===== src/rtl/codec_regs_pkg.sv =====
package codec_regs_pkg;
  localparam int unsigned DIR_REGS_D = 16;
  localparam int unsigned DATA_W_D   = 32;
  localparam int unsigned IND_REGS_D = 32;
  localparam int unsigned IND_W_D    = 8;

  // direct word numbers
  localparam int unsigned W_INDEX  = 0;
  localparam int unsigned W_DATA   = 1;
  localparam int unsigned W_STATUS = 2;
  localparam int unsigned W_CTRL   = 4;
  localparam logic [31:0] CTRL_MASK = 32'h0000_007F;
  localparam int unsigned SRST_BIT  = 0;

  // indirect entries
  localparam int unsigned I_WO   = 3;
  localparam int unsigned I_RO   = 11;
  localparam int unsigned I_VER  = 12;
  localparam int unsigned I_ID   = 25;
  localparam logic [7:0]  VER_CODE = 8'h8A;
  localparam logic [7:0]  VER_KEEP = 8'h40;
  localparam logic [7:0]  ID_CODE  = 8'hA0;

  function automatic logic [7:0] ind_rst_val(int unsigned i);
    if (i == I_VER)     return VER_CODE;
    else if (i == I_ID) return ID_CODE;
    else                return 8'h00;
  endfunction
endpackage


===== src/rtl/codec_bus_decode.sv =====
module codec_bus_decode
  import codec_regs_pkg::*;
#(
  parameter int unsigned BUS_AW = 6,
  parameter int unsigned DIR_AW = 4
) (
  input  logic [BUS_AW-1:0] addr_i,
  input  logic              wr_en_i,
  input  logic              srst_bit_i,
  output logic [DIR_AW-1:0] word_o,
  output logic              dir_we_o,
  output logic              ind_we_o,
  output logic              soft_rst_o
);
  logic unused_lsb;
  assign unused_lsb = ^addr_i[1:0];
  assign word_o     = addr_i[BUS_AW-1:2];

  always_comb begin
    dir_we_o   = wr_en_i && (word_o != DIR_AW'(W_DATA)) && (word_o != DIR_AW'(W_STATUS));
    ind_we_o   = wr_en_i && (word_o == DIR_AW'(W_DATA));
    soft_rst_o = wr_en_i && (word_o == DIR_AW'(W_CTRL)) && srst_bit_i;
  end
endmodule


===== src/rtl/codec_dir_bank.sv =====
module codec_dir_bank
  import codec_regs_pkg::*;
#(
  parameter int unsigned DIR_REGS = 16,
  parameter int unsigned DATA_W   = 32,
  localparam int unsigned DIR_AW  = $clog2(DIR_REGS)
) (
  input  logic              clk_i,
  input  logic              rst_ni,
  input  logic              soft_rst_i,
  input  logic              we_i,
  input  logic [DIR_AW-1:0] sel_i,
  input  logic [DATA_W-1:0] wdata_i,
  output logic [DATA_W-1:0] q_o [DIR_REGS]
);
  for (genvar g = 0; g < DIR_REGS; g++) begin : g_reg
    if (g == W_DATA || g == W_STATUS) begin : g_none
      assign q_o[g] = '0;
    end else begin : g_ff
      logic [DATA_W-1:0] d;
      always_comb d = (g == W_CTRL) ? (wdata_i & DATA_W'(CTRL_MASK)) : wdata_i;
      // store wins over soft reset (only the control word can coincide)
      always_ff @(posedge clk_i or negedge rst_ni) begin
        if (!rst_ni)                           q_o[g] <= '0;
        else if (we_i && sel_i == DIR_AW'(g))  q_o[g] <= d;
        else if (soft_rst_i)                   q_o[g] <= '0;
      end
    end
  end
endmodule


===== src/rtl/codec_ind_bank.sv =====
module codec_ind_bank
  import codec_regs_pkg::*;
#(
  parameter int unsigned IND_REGS = 32,
  parameter int unsigned IND_W    = 8,
  localparam int unsigned IND_AW  = $clog2(IND_REGS)
) (
  input  logic              clk_i,
  input  logic              rst_ni,
  input  logic              soft_rst_i,
  input  logic              we_i,
  input  logic [IND_AW-1:0] idx_i,
  input  logic [IND_W-1:0]  wdata_i,
  output logic [IND_W-1:0]  rdata_o,
  output logic [IND_W-1:0]  q_o [IND_REGS]
);
  for (genvar g = 0; g < IND_REGS; g++) begin : g_reg
    localparam logic [IND_W-1:0] RST = IND_W'(ind_rst_val(g));
    if (g == I_RO || g == I_ID) begin : g_fixed
      assign q_o[g] = RST;
    end else begin : g_ff
      logic [IND_W-1:0] d;
      always_comb d = (g == I_VER) ? ((wdata_i & IND_W'(VER_KEEP)) | IND_W'(VER_CODE)) : wdata_i;
      always_ff @(posedge clk_i or negedge rst_ni) begin
        if (!rst_ni)                          q_o[g] <= RST;
        else if (soft_rst_i)                  q_o[g] <= RST;
        else if (we_i && idx_i == IND_AW'(g)) q_o[g] <= d;
      end
    end
  end

  always_comb rdata_o = (idx_i == IND_AW'(I_WO)) ? '0 : q_o[idx_i];
endmodule


===== src/rtl/codec_reg_bank.sv =====
module codec_reg_bank
  import codec_regs_pkg::*;
#(
  parameter int unsigned DIR_REGS = DIR_REGS_D,
  parameter int unsigned DATA_W   = DATA_W_D,
  parameter int unsigned IND_REGS = IND_REGS_D,
  parameter int unsigned IND_W    = IND_W_D,
  localparam int unsigned DIR_AW  = $clog2(DIR_REGS),
  localparam int unsigned IND_AW  = $clog2(IND_REGS),
  localparam int unsigned BUS_AW  = DIR_AW + 2
) (
  input  logic              clk_i,
  input  logic              rst_ni,
  input  logic [BUS_AW-1:0] addr_i,
  input  logic              wr_en_i,
  input  logic              rd_en_i,
  input  logic [DATA_W-1:0] wdata_i,
  output logic [DATA_W-1:0] rdata_o,
  output logic              irq_o
);
  logic [DIR_AW-1:0] word;
  logic              dir_we, ind_we, soft_rst;
  logic [DATA_W-1:0] dir_q [DIR_REGS];
  logic [IND_W-1:0]  ind_q [IND_REGS];
  logic [IND_W-1:0]  ind_rd;
  logic [IND_AW-1:0] ind_idx;

  codec_bus_decode #(.BUS_AW(BUS_AW), .DIR_AW(DIR_AW)) u_dec (
    .addr_i    (addr_i),
    .wr_en_i   (wr_en_i),
    .srst_bit_i(wdata_i[SRST_BIT]),
    .word_o    (word),
    .dir_we_o  (dir_we),
    .ind_we_o  (ind_we),
    .soft_rst_o(soft_rst)
  );

  codec_dir_bank #(.DIR_REGS(DIR_REGS), .DATA_W(DATA_W)) u_dir (
    .clk_i     (clk_i),
    .rst_ni    (rst_ni),
    .soft_rst_i(soft_rst),
    .we_i      (dir_we),
    .sel_i     (word),
    .wdata_i   (wdata_i),
    .q_o       (dir_q)
  );

  assign ind_idx = dir_q[W_INDEX][IND_AW-1:0];

  codec_ind_bank #(.IND_REGS(IND_REGS), .IND_W(IND_W)) u_ind (
    .clk_i     (clk_i),
    .rst_ni    (rst_ni),
    .soft_rst_i(soft_rst),
    .we_i      (ind_we),
    .idx_i     (ind_idx),
    .wdata_i   (wdata_i[IND_W-1:0]),
    .rdata_o   (ind_rd),
    .q_o       (ind_q)
  );

  always_comb begin
    if (!rd_en_i)                        rdata_o = '0;
    else if (word == DIR_AW'(W_DATA))    rdata_o = DATA_W'(ind_rd);
    else                                 rdata_o = dir_q[word];
  end

  assign irq_o = 1'b0;
endmodule


===== config.mk =====
export PLATFORM = sky130hd
export DESIGN_NAME = codec_reg_bank
export DESIGN_NICKNAME = d
export VERILOG_FILES = /design/src/rtl/codec_regs_pkg.sv /design/src/rtl/codec_bus_decode.sv /design/src/rtl/codec_dir_bank.sv /design/src/rtl/codec_ind_bank.sv /design/src/rtl/codec_reg_bank.sv
export SDC_FILE = /design/constraint.sdc
export NUM_CORES = 1
export LEC_CHECK = 0
export ABC_CLOCK_PERIOD_IN_PS = 2680
export BUFFER_PORTS_ARGS = -buffer_cell sky130_fd_sc_hd__buf_2
export CORE_AREA = 2 2 249 251
export DETAILED_ROUTE_END_ITERATION = 8
export DIE_AREA = 0 0 251 253
export PLACE_DENSITY = 0.65
export SYNTH_ARGS = -nofsm -noshare
export SYNTH_HDL_FRONTEND = slang
export SYNTH_SLANG_ARGS = --single-unit

===== constraint.sdc =====
create_clock -name clk_i -period 2.68 [get_ports clk_i]
set_input_delay 0 -clock clk_i [delete_from_list [all_inputs] [get_ports clk_i]]
set_output_delay 0 -clock clk_i [all_outputs]
set_load 0.02 [all_outputs]

Yosys cells after proc, flatten, opt, wreduce, memory -nomap -nowiden --
Index checks and enable logic that the tools add are counted.
Word-level totals: output and inout bits 33, register bits after elaboration 688, RAM bits 0, bits of input ports 42, ROM bits 0, latch bits 0, memories kept 0
Operators by class: divide/modulo/power cells 0, muxes and demuxes 84, bitwise logic cells 2, add/sub/neg operators 0, eq/ne operators 45, reductions and logical operators 95, shift operators 0, magnitude comparators 2, multipliers 0
Operators by type and width (number):
- $mux W32 | 19
- $mux W8 | 63
- $bmux W32 S4 | 1
- $reduce_bool A2 Y1 | 44
- $eq A5 B5 Y1 const B | 15
- $logic_and A1 B1 Y1 | 49
- $bmux W8 S5 | 1
- $eq A5 B4 Y1 const B | 7
- $eq A4 B4 Y1 const B | 8
- $eq A5 B3 Y1 const B | 4
- $eq A4 B3 Y1 const B | 4
- $eq A5 B2 Y1 const B | 2
- $ge A6 B6 Y1 const B | 1
- $not A5 Y6 | 1
- $eq A5 B1 Y1 const B | 1
- $ge A5 B5 Y1 const B | 1
- $logic_not A5 Y1 | 1
- $not A4 Y5 | 1
- $eq A4 B1 Y1 const B | 1
- $eq A4 B2 Y1 const B | 1
- $logic_not A4 Y1 | 1
- $ne A4 B1 Y1 const B | 1
- $ne A4 B2 Y1 const B | 1

Logic depth before layout (Yosys ltp) --
Gate-level depths: netlist of the first run.
depth after elaboration 7, mapped depth 9, depth with buffers taken out 5

Hierarchy --
Synthesis of the first run repeated with hierarchy kept, for this count alone.
Second synthesis, totals: cell total of the unflattened synthesis 3085, area total of the unflattened synthesis 35630.4 µm²
Modules (own cells, without submodules):
- codec_dir_bank | cells an instance 1502, times used 1, area an instance 19272.2 µm²
- codec_ind_bank | cells an instance 1259, times used 1, area an instance 11855.1 µm²
- codec_reg_bank | cells an instance 314, times used 1, area an instance 4423.0 µm²
- codec_bus_decode | cells an instance 10, times used 1, area an instance 80.1 µm²

Least setup slack after synthesis of the first run --
OpenSTA, ideal clock, no wires.
path type reg2out, from reg u_dir.q_o[480] (netlist bit), to out rdata_o[1], setup slack 0.580 ns, path buffers 3, data required time 2.680 ns, cell stages (with the launch flop) 9, arrival time 2.100 ns, path through dfrtp_1 > buf_2 > buf_2 > clkbuf_1 > nor2_1 > a21oi_1 > a211oi_1 > o31ai_1 > a21oi_1
On the way: word-level cells in the longest chain between the ends 7, elaborated cells between the ends (all ways) 8
Ends and longest elaborated chain:
- from (decl) | RTL line codec_dir_bank.sv:14 | output logic [DATA_W-1:0] q_o [DIR_REGS]
- from (signal, indexed assignment) | RTL line codec_dir_bank.sv:24 | if (!rst_ni) q_o[g] <= '0;
- from (signal, indexed assignment) | RTL line codec_dir_bank.sv:25 | else if (we_i && sel_i == DIR_AW'(g)) q_o[g] <= d;
- from (signal, indexed assignment) | RTL line codec_dir_bank.sv:26 | else if (soft_rst_i) q_o[g] <= '0;
- $not A5 Y6 (not written as such) | RTL line codec_ind_bank.sv:32 | always_comb rdata_o = (idx_i == IND_AW'(I_WO)) ? '0 : q_o[idx_i];
- $bmux W8 S5 | RTL line codec_ind_bank.sv:32
- $mux W8 (not written as such) (2 in series) | RTL line codec_ind_bank.sv:32
- $mux W8 (*) | RTL line codec_ind_bank.sv:32
- $mux W32 (*) | RTL line codec_reg_bank.sv:63 | else if (word == DIR_AW'(W_DATA)) rdata_o = DATA_W'(ind_rd);
- $mux W32 (*) | RTL line codec_reg_bank.sv:62 | if (!rd_en_i) rdata_o = '0;
- to (decl) | RTL line codec_reg_bank.sv:18 | output logic [DATA_W-1:0] rdata_o,
Mark *: on every way between the ends. The rest lies on a longest branch, timed or not. The select of a mux whose other input is x is not followed.

Worst setup path in the final report of the first run --
from reg u_dir.q_o[480] (netlist bit), to out rdata_o[2]
Same word-level chain as after synthesis.

==> results_dict.tcl, run 1 <==
set metrics [dict create \
    die_y_um 253 \
    p_int_mw 18.8 \
    yosys_warnings 0 \
    finalCritPeriodShare_pct 107 \
    start_util_pct 49.2 \
    placed_area_sq_um 31600 \
    finalWorstSetupSlack_ns -0.176 \
    totalWireLength_um 93300 \
    fin_tns_setup_ns -0.624 \
    p_comb_share_pct 17.6 \
    clk_pin_slew_worst_paths_ns 0.06 \
    die_area_sq_um 63500 \
    syn-instance-count 2524 \
    rr_endpoint "u_ind.q_o[119]" \
    fmax_mhz 350 \
    pwr-share-seq_pct 46.2 \
    grt_pass1_vias 23300 \
    hp-class "input port to asynchronous set/reset pin" \
    switching_power_mw 7.18 \
    hold_slack_ns 0.0789 \
    yosysSeqAreaShare_pct 54.5 \
    drive_gt1_share_pct 21.7 \
    setup_viol 8 \
    violations "setup timing" \
    final_nets 2598 \
    skew_ns 0.0135 \
    finalPower_mw 26.0 \
    synth_seq_cells 654 \
    drtIter0Drc 2425 \
    r2r_cells 6 \
    cts_max_level 3 \
    final_core_util_pct 56.7 \
    reg2reg_slack_ns 0.22 \
    numPortBuffers 71 \
    grt_pass1_wl_um 145000 \
    stdcell_count 3398 \
    core_sq_um 61000 \
    relSlewSlack_pct 7.23 \
    syn_area_sq_um 30000 \
    hold_viol 0 \
    min_period_ns 2.86 \
    areaGrowthSynthToFinish_pct 15.2 \
    startpoint_type "register" \
    clkLatencyLatePin_ns 0.62 \
    async_flop_share_pct 100 \
    leakagePower_nw 15.8 \
    dp_slack_ns 0.170 \
    via_per_inst 6.72 \
    clock_path_buffers 3 \
    tightest_slew_ns 1.39 \
    rows 91 \
    p_per_area_nw_per_um2 751 \
    avgSynthCellArea_sq_um 11.9 \
    vias 22800 \
    wire_per_inst_um 27.4 \
    synth_edf_count 0 \
    track_usage_pct 29.7 \
    end_kind "output port" \
    drt_first_pass_iters 6 \
    switching_share_pct 27.7 \
    numCtsBuffers 70 \
    worstPathMaxFanout 15 \
    die_x_um 251 \
    cts_tree "done" \
    criticalPathCategory "register to output port" \
    antenna_found_initial 3 \
    num_io_pins 75 \
    ant_nets 0 \
    syn_nets 2566 \
    vdd_ir_drop_max_mv 0.542 \
    dp.cells 3229 \
    clkPwrFrac_pct 36.2 \
    gp_congestion 0.885 \
    final_cell_mix "dfrtp_1 (651), a22o_1 (442), nand2_1 (222), a21oi_1 (175), o21ai_0 (140)" \
    cp_data_required_time_ns 2.68 \
    max_cap_violations 0 \
    synth.distinct_cells 54 \
    cts_sinks 654 \
    final_common_cell "dfrtp_1" \
    rr_startpoint "u_dir.q_o[482]" \
    dp_hpwl_um 53400 \
    root_buffer "clkbuf_16" \
    status "finished with violations" \
    drc 0 \
    grt_max_degree 203 \
    grt_overflow 0 \
    fin_area_sq_um 34600 \
    synth-main-ff-cell "dfrtp_1" \
    rsz0062_at_grt "yes" \
    report.final.slew_viol_count 0 \
    crit_arrival_ns 2.86 \
]
==> cell type report <==
type                       count  area, sq um
antenna                        2         5.00
clock buffer                 103         2000
clock inverter                19          184
fill                        4995        26400
inverter                       5         22.5
multi-input combinational   1587        13000
sequential                   654        16400
tap                          790          988
timing repair buffer         238         2060
==> synth_stat cells (2+ instances only) <==
cell type | number | area (sq um)
nand3_2 | 5 | 50.1
buf_2 | 46 | 230
dfrtp_1 | 654 | 16400
clkbuf_1 | 204 | 766
a211oi_1 | 6 | 45.0
nor2_1 | 131 | 492
a22o_1 | 442 | 3870
o31ai_1 | 2 | 15.0
nor3_4 | 5 | 81.3
nand3b_1 | 2 | 15.0
a2bb2oi_1 | 4 | 35.0
mux4_2 | 108 | 2430
buf_4 | 2 | 15.0
nand3_1 | 32 | 160
nand2_1 | 223 | 837
mux2i_1 | 130 | 1300
o21ai_0 | 146 | 731
nand2b_1 | 5 | 31.3
a41oi_1 | 4 | 35.0
mux2_2 | 58 | 653
nor3_1 | 5 | 25.0
buf_1 | 26 | 97.6
a22oi_1 | 5 | 37.5
and2_1 | 6 | 37.5
nand4_2 | 4 | 50.1
nand4_1 | 4 | 25.0
o21ai_1 | 4 | 20.0
a31oi_1 | 6 | 37.5
a221oi_1 | 10 | 87.6
a21oi_1 | 178 | 891
nor2b_1 | 10 | 62.6
a311oi_1 | 2 | 17.5
and4_1 | 2 | 17.5
o211ai_1 | 7 | 52.6
a222oi_1 | 21 | 210
nor2_2 | 2 | 12.5
a21o_1 | 3 | 22.5
inv_1 | 4 | 15.0
==> worst max path at each step <==
stage | start | end | depth (start not counted)
finish | u_dir.q_o[480] | rdata_o[2] | 5
detailed placement | u_dir.q_o[480] | rdata_o[2] | 8
global route | u_dir.q_o[480] | rdata_o[2] | 8
floorplan | u_dir.q_o[480] | rdata_o[1] | 8
CTS | u_dir.q_o[480] | rdata_o[7] | 7
global placement | u_dir.q_o[480] | rdata_o[2] | 8
==> critical path, stage by stage, from the launching register on <==
cell and delay [ns]:
dfrtp_4 0.55, buf_12 0.19, mux4_2 0.54, o211ai_1 0.45, a41oi_2 0.27, buf_4 0.22
==> power groups by stage <==
| stage | registers, mW | logic, mW | clock network, mW |
|---|---|---|---|
| 3_5_place_dp | 12.1 | 4.15 | 0 |
| 3_3_place_gp | 12.1 | 4.05 | 0 |
| 5_1_grt | 12.1 | 4.86 | 9.94 |
| 4_1_cts | 12.0 | 4.50 | 9.53 |
| 6_report | 12.0 | 4.56 | 9.40 |
| 2_1_floorplan | 11.8 | 2.96 | 0 |
==> flip-flops by register name, summed over array words and instances, names as in the netlist <==
signal,cells
u_dir.q_o,423
u_ind.q_o,231
==> timing repair <==
action                                 in CTS  in global routing
pin swaps                                  16                 12
endpoints found under the hold margin     883                  0
setup buffers                              13                  2
hold buffers                               27                  0
resized for setup                          59                 16
setup endpoints to repair                   8                  8
cloned                                      3                  1
==> routing by layer <==
layer / track usage [%] / routed length, um
met4: 10.1 / 2980
met1: 41.1 / 38500
met3: 5.89 / 7630
met5: 0 / 8
met2: 47.3 / 44200
==> cells by family (layout without fill, tap and decap cells) <==
| logic type | after synthesis | after routing | share of synthesized area (%) |
|---|---|---|---|
| AOI/OAI and AO/OA | 847 | 847 | 20.5 |
| buffers and inverters | 283 | 365 | 3.75 |
| DFF | 654 | 654 | 54.5 |
| muxes | 296 | 296 | 14.6 |
| other | 1 | 3 | 0.0125 |
| and+or+nand+nor | 443 | 443 | 6.57 |
Note: power is estimated with default switching activity, not from simulation.
==> inputs of run 2 (changes only) <==
--- a/config.mk
+++ b/config.mk
@@ -7,10 +7,10 @@
 export LEC_CHECK = 0
 export ABC_CLOCK_PERIOD_IN_PS = 2680
 export BUFFER_PORTS_ARGS = -buffer_cell sky130_fd_sc_hd__buf_2
-export CORE_AREA = 2 2 249 251
+export CORE_AREA = 2 2 237 239
 export DETAILED_ROUTE_END_ITERATION = 8
-export DIE_AREA = 0 0 251 253
-export PLACE_DENSITY = 0.65
+export DIE_AREA = 0 0 239 241
+export PLACE_DENSITY = 0.71
 export SYNTH_ARGS = -nofsm -noshare
 export SYNTH_HDL_FRONTEND = slang
 export SYNTH_SLANG_ARGS = --single-unit
==> run 2 against run 1 <==
The flow still finishes with violations (setup timing). Combinational power shrank 2%. Via count rose by 0.26%. Clock skew increased by 0.014 ns. Cell area fell by 0.63%. Sequential cell count stayed put. Hold slack better by 0.012 ns. Register-to-register slack is essentially flat. Global-route usage rose by 2.2 points. Critical path depth is 3 higher. Count of clock-buffer cells in the layout rose by 4. Clock power is 4.7% higher.
==> results_dict.tcl, run 2 (synthesis gave the netlist of run 1 again) <==
set metrics [dict create \
    track_usage_pct 31.9 \
    vdd_ir_drop_max_mv 0.555 \
    rsz0062_at_grt "yes" \
    p_int_mw 19.2 \
    numCtsBuffers 69 \
    slowest_stage "dfrtp_4" \
    clkLatencyLatePin_ns 0.63 \
    max_cap_violations 0 \
    rows 86 \
    cp_num_buf_inv 3 \
    grt_max_degree 98 \
    min_path_cells 3 \
    status "finished with violations" \
    drtIter0Drc 2757 \
    antenna_found_initial 6 \
    die_x_um 239 \
    crit_chain "buf_4 > nor2b_1 > buf_4 > a22o_1 > o21ai_0 > o32a_1 > a31oi_2 > buf_4" \
    num_io_pins 75 \
    grt_overflow 0 \
    drive_gt1_share_pct 21.1 \
    finalPower_mw 26.3 \
    grt_pass1_vias 23700 \
    multi_input_area_sq_um 12900 \
    areaGrowthSynthToFinish_pct 14.5 \
    stdcell_count 3306 \
    cp_data_required_time_ns 2.68 \
    fin_tns_setup_ns -0.0125 \
    switching_power_mw 7.14 \
    finalWorstSetupSlack_ns -0.0125 \
    root_buffer "clkbuf_16" \
    cts_max_level 3 \
    drc 0 \
    startpoint_type "register" \
    hp-class "input port to register" \
    die_y_um 241 \
    p_per_area_nw_per_um2 765 \
    switching_share_pct 27.1 \
    die_area_sq_um 57600 \
    report.final.slew_viol_count 0 \
    drt_first_pass_iters 6 \
    rr_startpoint "u_dir.q_o[482]" \
    crit_family "compound AO/OA/AOI/OAI gates" \
    worstPathMaxFanout 18 \
    start_util_pct 54.7 \
    vias 22900 \
    cpMostUsedCell "buf_4" \
    clock_path_buffers 3 \
    top_register "u_dir.q_o" \
    pwr-share-seq_pct 45.7 \
    final_cell_mix "dfrtp_1 (649), a22o_1 (442), nand2_1 (223), a21oi_1 (174), o21ai_0 (142)" \
    clk_pin_slew_worst_paths_ns 0.06 \
    relSlewSlack_pct 17.7 \
    final_nets 2586 \
    wire_per_inst_um 27.3 \
    largest_reg_flops 423 \
    area.sequential_sq_um 16400 \
    dp_hpwl_um 51800 \
    violations "setup timing" \
    dp_slack_ns 0.122 \
    reg_top3 "u_dir.q_o: 423 flops, u_ind.q_o: 231 flops" \
    crit_arrival_ns 2.69 \
    leakagePower_nw 15.7 \
    ant_nets 0 \
    fmax_mhz 371 \
    final_common_cell "dfrtp_1" \
    gp_congestion 0.921 \
    r2r_cells 5 \
    criticalPathCategory "register to output port" \
    reg2reg_slack_ns 0.22 \
    min_period_ns 2.69 \
    cts_sinks 654 \
    cpPeakStageDelay_ns 0.56 \
    path_depth 8 \
    hold_end "u_ind.q_o[69]" \
    clkPwrFrac_pct 37.4 \
    end_kind "output port" \
    numPortBuffers 71 \
    rr_endpoint "u_ind.q_o[61]" \
    via_per_inst 6.92 \
    totalWireLength_um 90100 \
    skew_ns 0.0278 \
    dp.cells 3130 \
    hold_slack_ns 0.0906 \
    p_comb_share_pct 16.9 \
    grt_pass1_wl_um 141000 \
    setup_viol 1 \
    hold_viol 0 \
    fillCellCount 4153 \
    finalCritPeriodShare_pct 100 \
    core_sq_um 54900 \
    holdCritStartpoint "wdata_i[5]" \
    cts_tree "done" \
    tightest_slew_ns 1.23 \
]
run 2: cell types whose count changed in the layout (fill, tap and decap cells not counted), sizes merged:
| cell | delta |
|---|---|
| clkinvlp | -3 |
| clkinv | +4 |
| diode | +3 |
| buf | -9 |
| clkbuf | +3 |
| dlygate4sd3 | +1 |
| inv | -6 |
| bufinv | +3 |
| bufbuf | -2 |
run 2: metrics by stage:
step                instance area, sq um  utilization (%)
floorplan                          30000                -
global placement                   31400             57.1
detailed placement                 31400             57.1
CTS                                34300             62.5
global route                       34400             62.6
finish                             34400             62.6
run 2: worst register-to-register path: cells and delay by family, from the launching register on:
kind	cells	cell delay [ns]
and+or+nand+nor	4	1.54
DFF	1	0.55
muxes	1	0.27
run 2: layer usage:
| metal | global-route usage [%] | wire, um | vias to the layer above |
|---|---|---|---|
| li1 | - | - | 9488 |
| met1 | 41.9 | 34400 | 11700 |
| met2 | 51.0 | 42900 | 1405 |
| met3 | 6.94 | 8800 | 290 |
| met4 | 15.2 | 3950 | 4 |
| met5 | 0 | 31 | - |
run 2: worst max-delay path by stage:
stage	startpoint	to	slack [ns]
finish	u_dir.q_o[480]	rdata_o[4]	-0.01
global placement	u_dir.q_o[481]	rdata_o[0]	0.18
CTS	u_dir.q_o[480]	rdata_o[3]	0.004
detailed placement	u_dir.q_o[481]	rdata_o[4]	0.12
global route	u_dir.q_o[480]	rdata_o[4]	-0.1
floorplan	u_dir.q_o[480]	rdata_o[1]	0.58
run 2: final cells by class:
cell class | instances | area share [%]
antenna | 5 | 0.0364
multi-input combinational | 1587 | 37.4
timing repair buffer | 227 | 5.47
inverter | 5 | 0.0655
sequential | 654 | 47.6
tap | 704 | 2.56
clock inverter | 17 | 0.754
clock buffer | 107 | 6.05
run 2: power groups by stage:
stage               clock (mW)  sequential (mW)  combinational, mW
finish                    9.84             12.0               4.45
global route              10.3             12.1               4.75
CTS                       9.95             12.0               4.41
detailed placement           0             12.2               4.06
global placement             0             12.1               3.95
floorplan                    0             11.8               2.96
run 2: what timing repair did:
item,4_1_cts,5_1_grt
setup endpoints to repair,8,8
buffers inserted,19,1
resized for setup,36,9
hold endpoints to repair,907,0
hold buffers,28,0
gates cloned,0,0
pin swaps,10,3
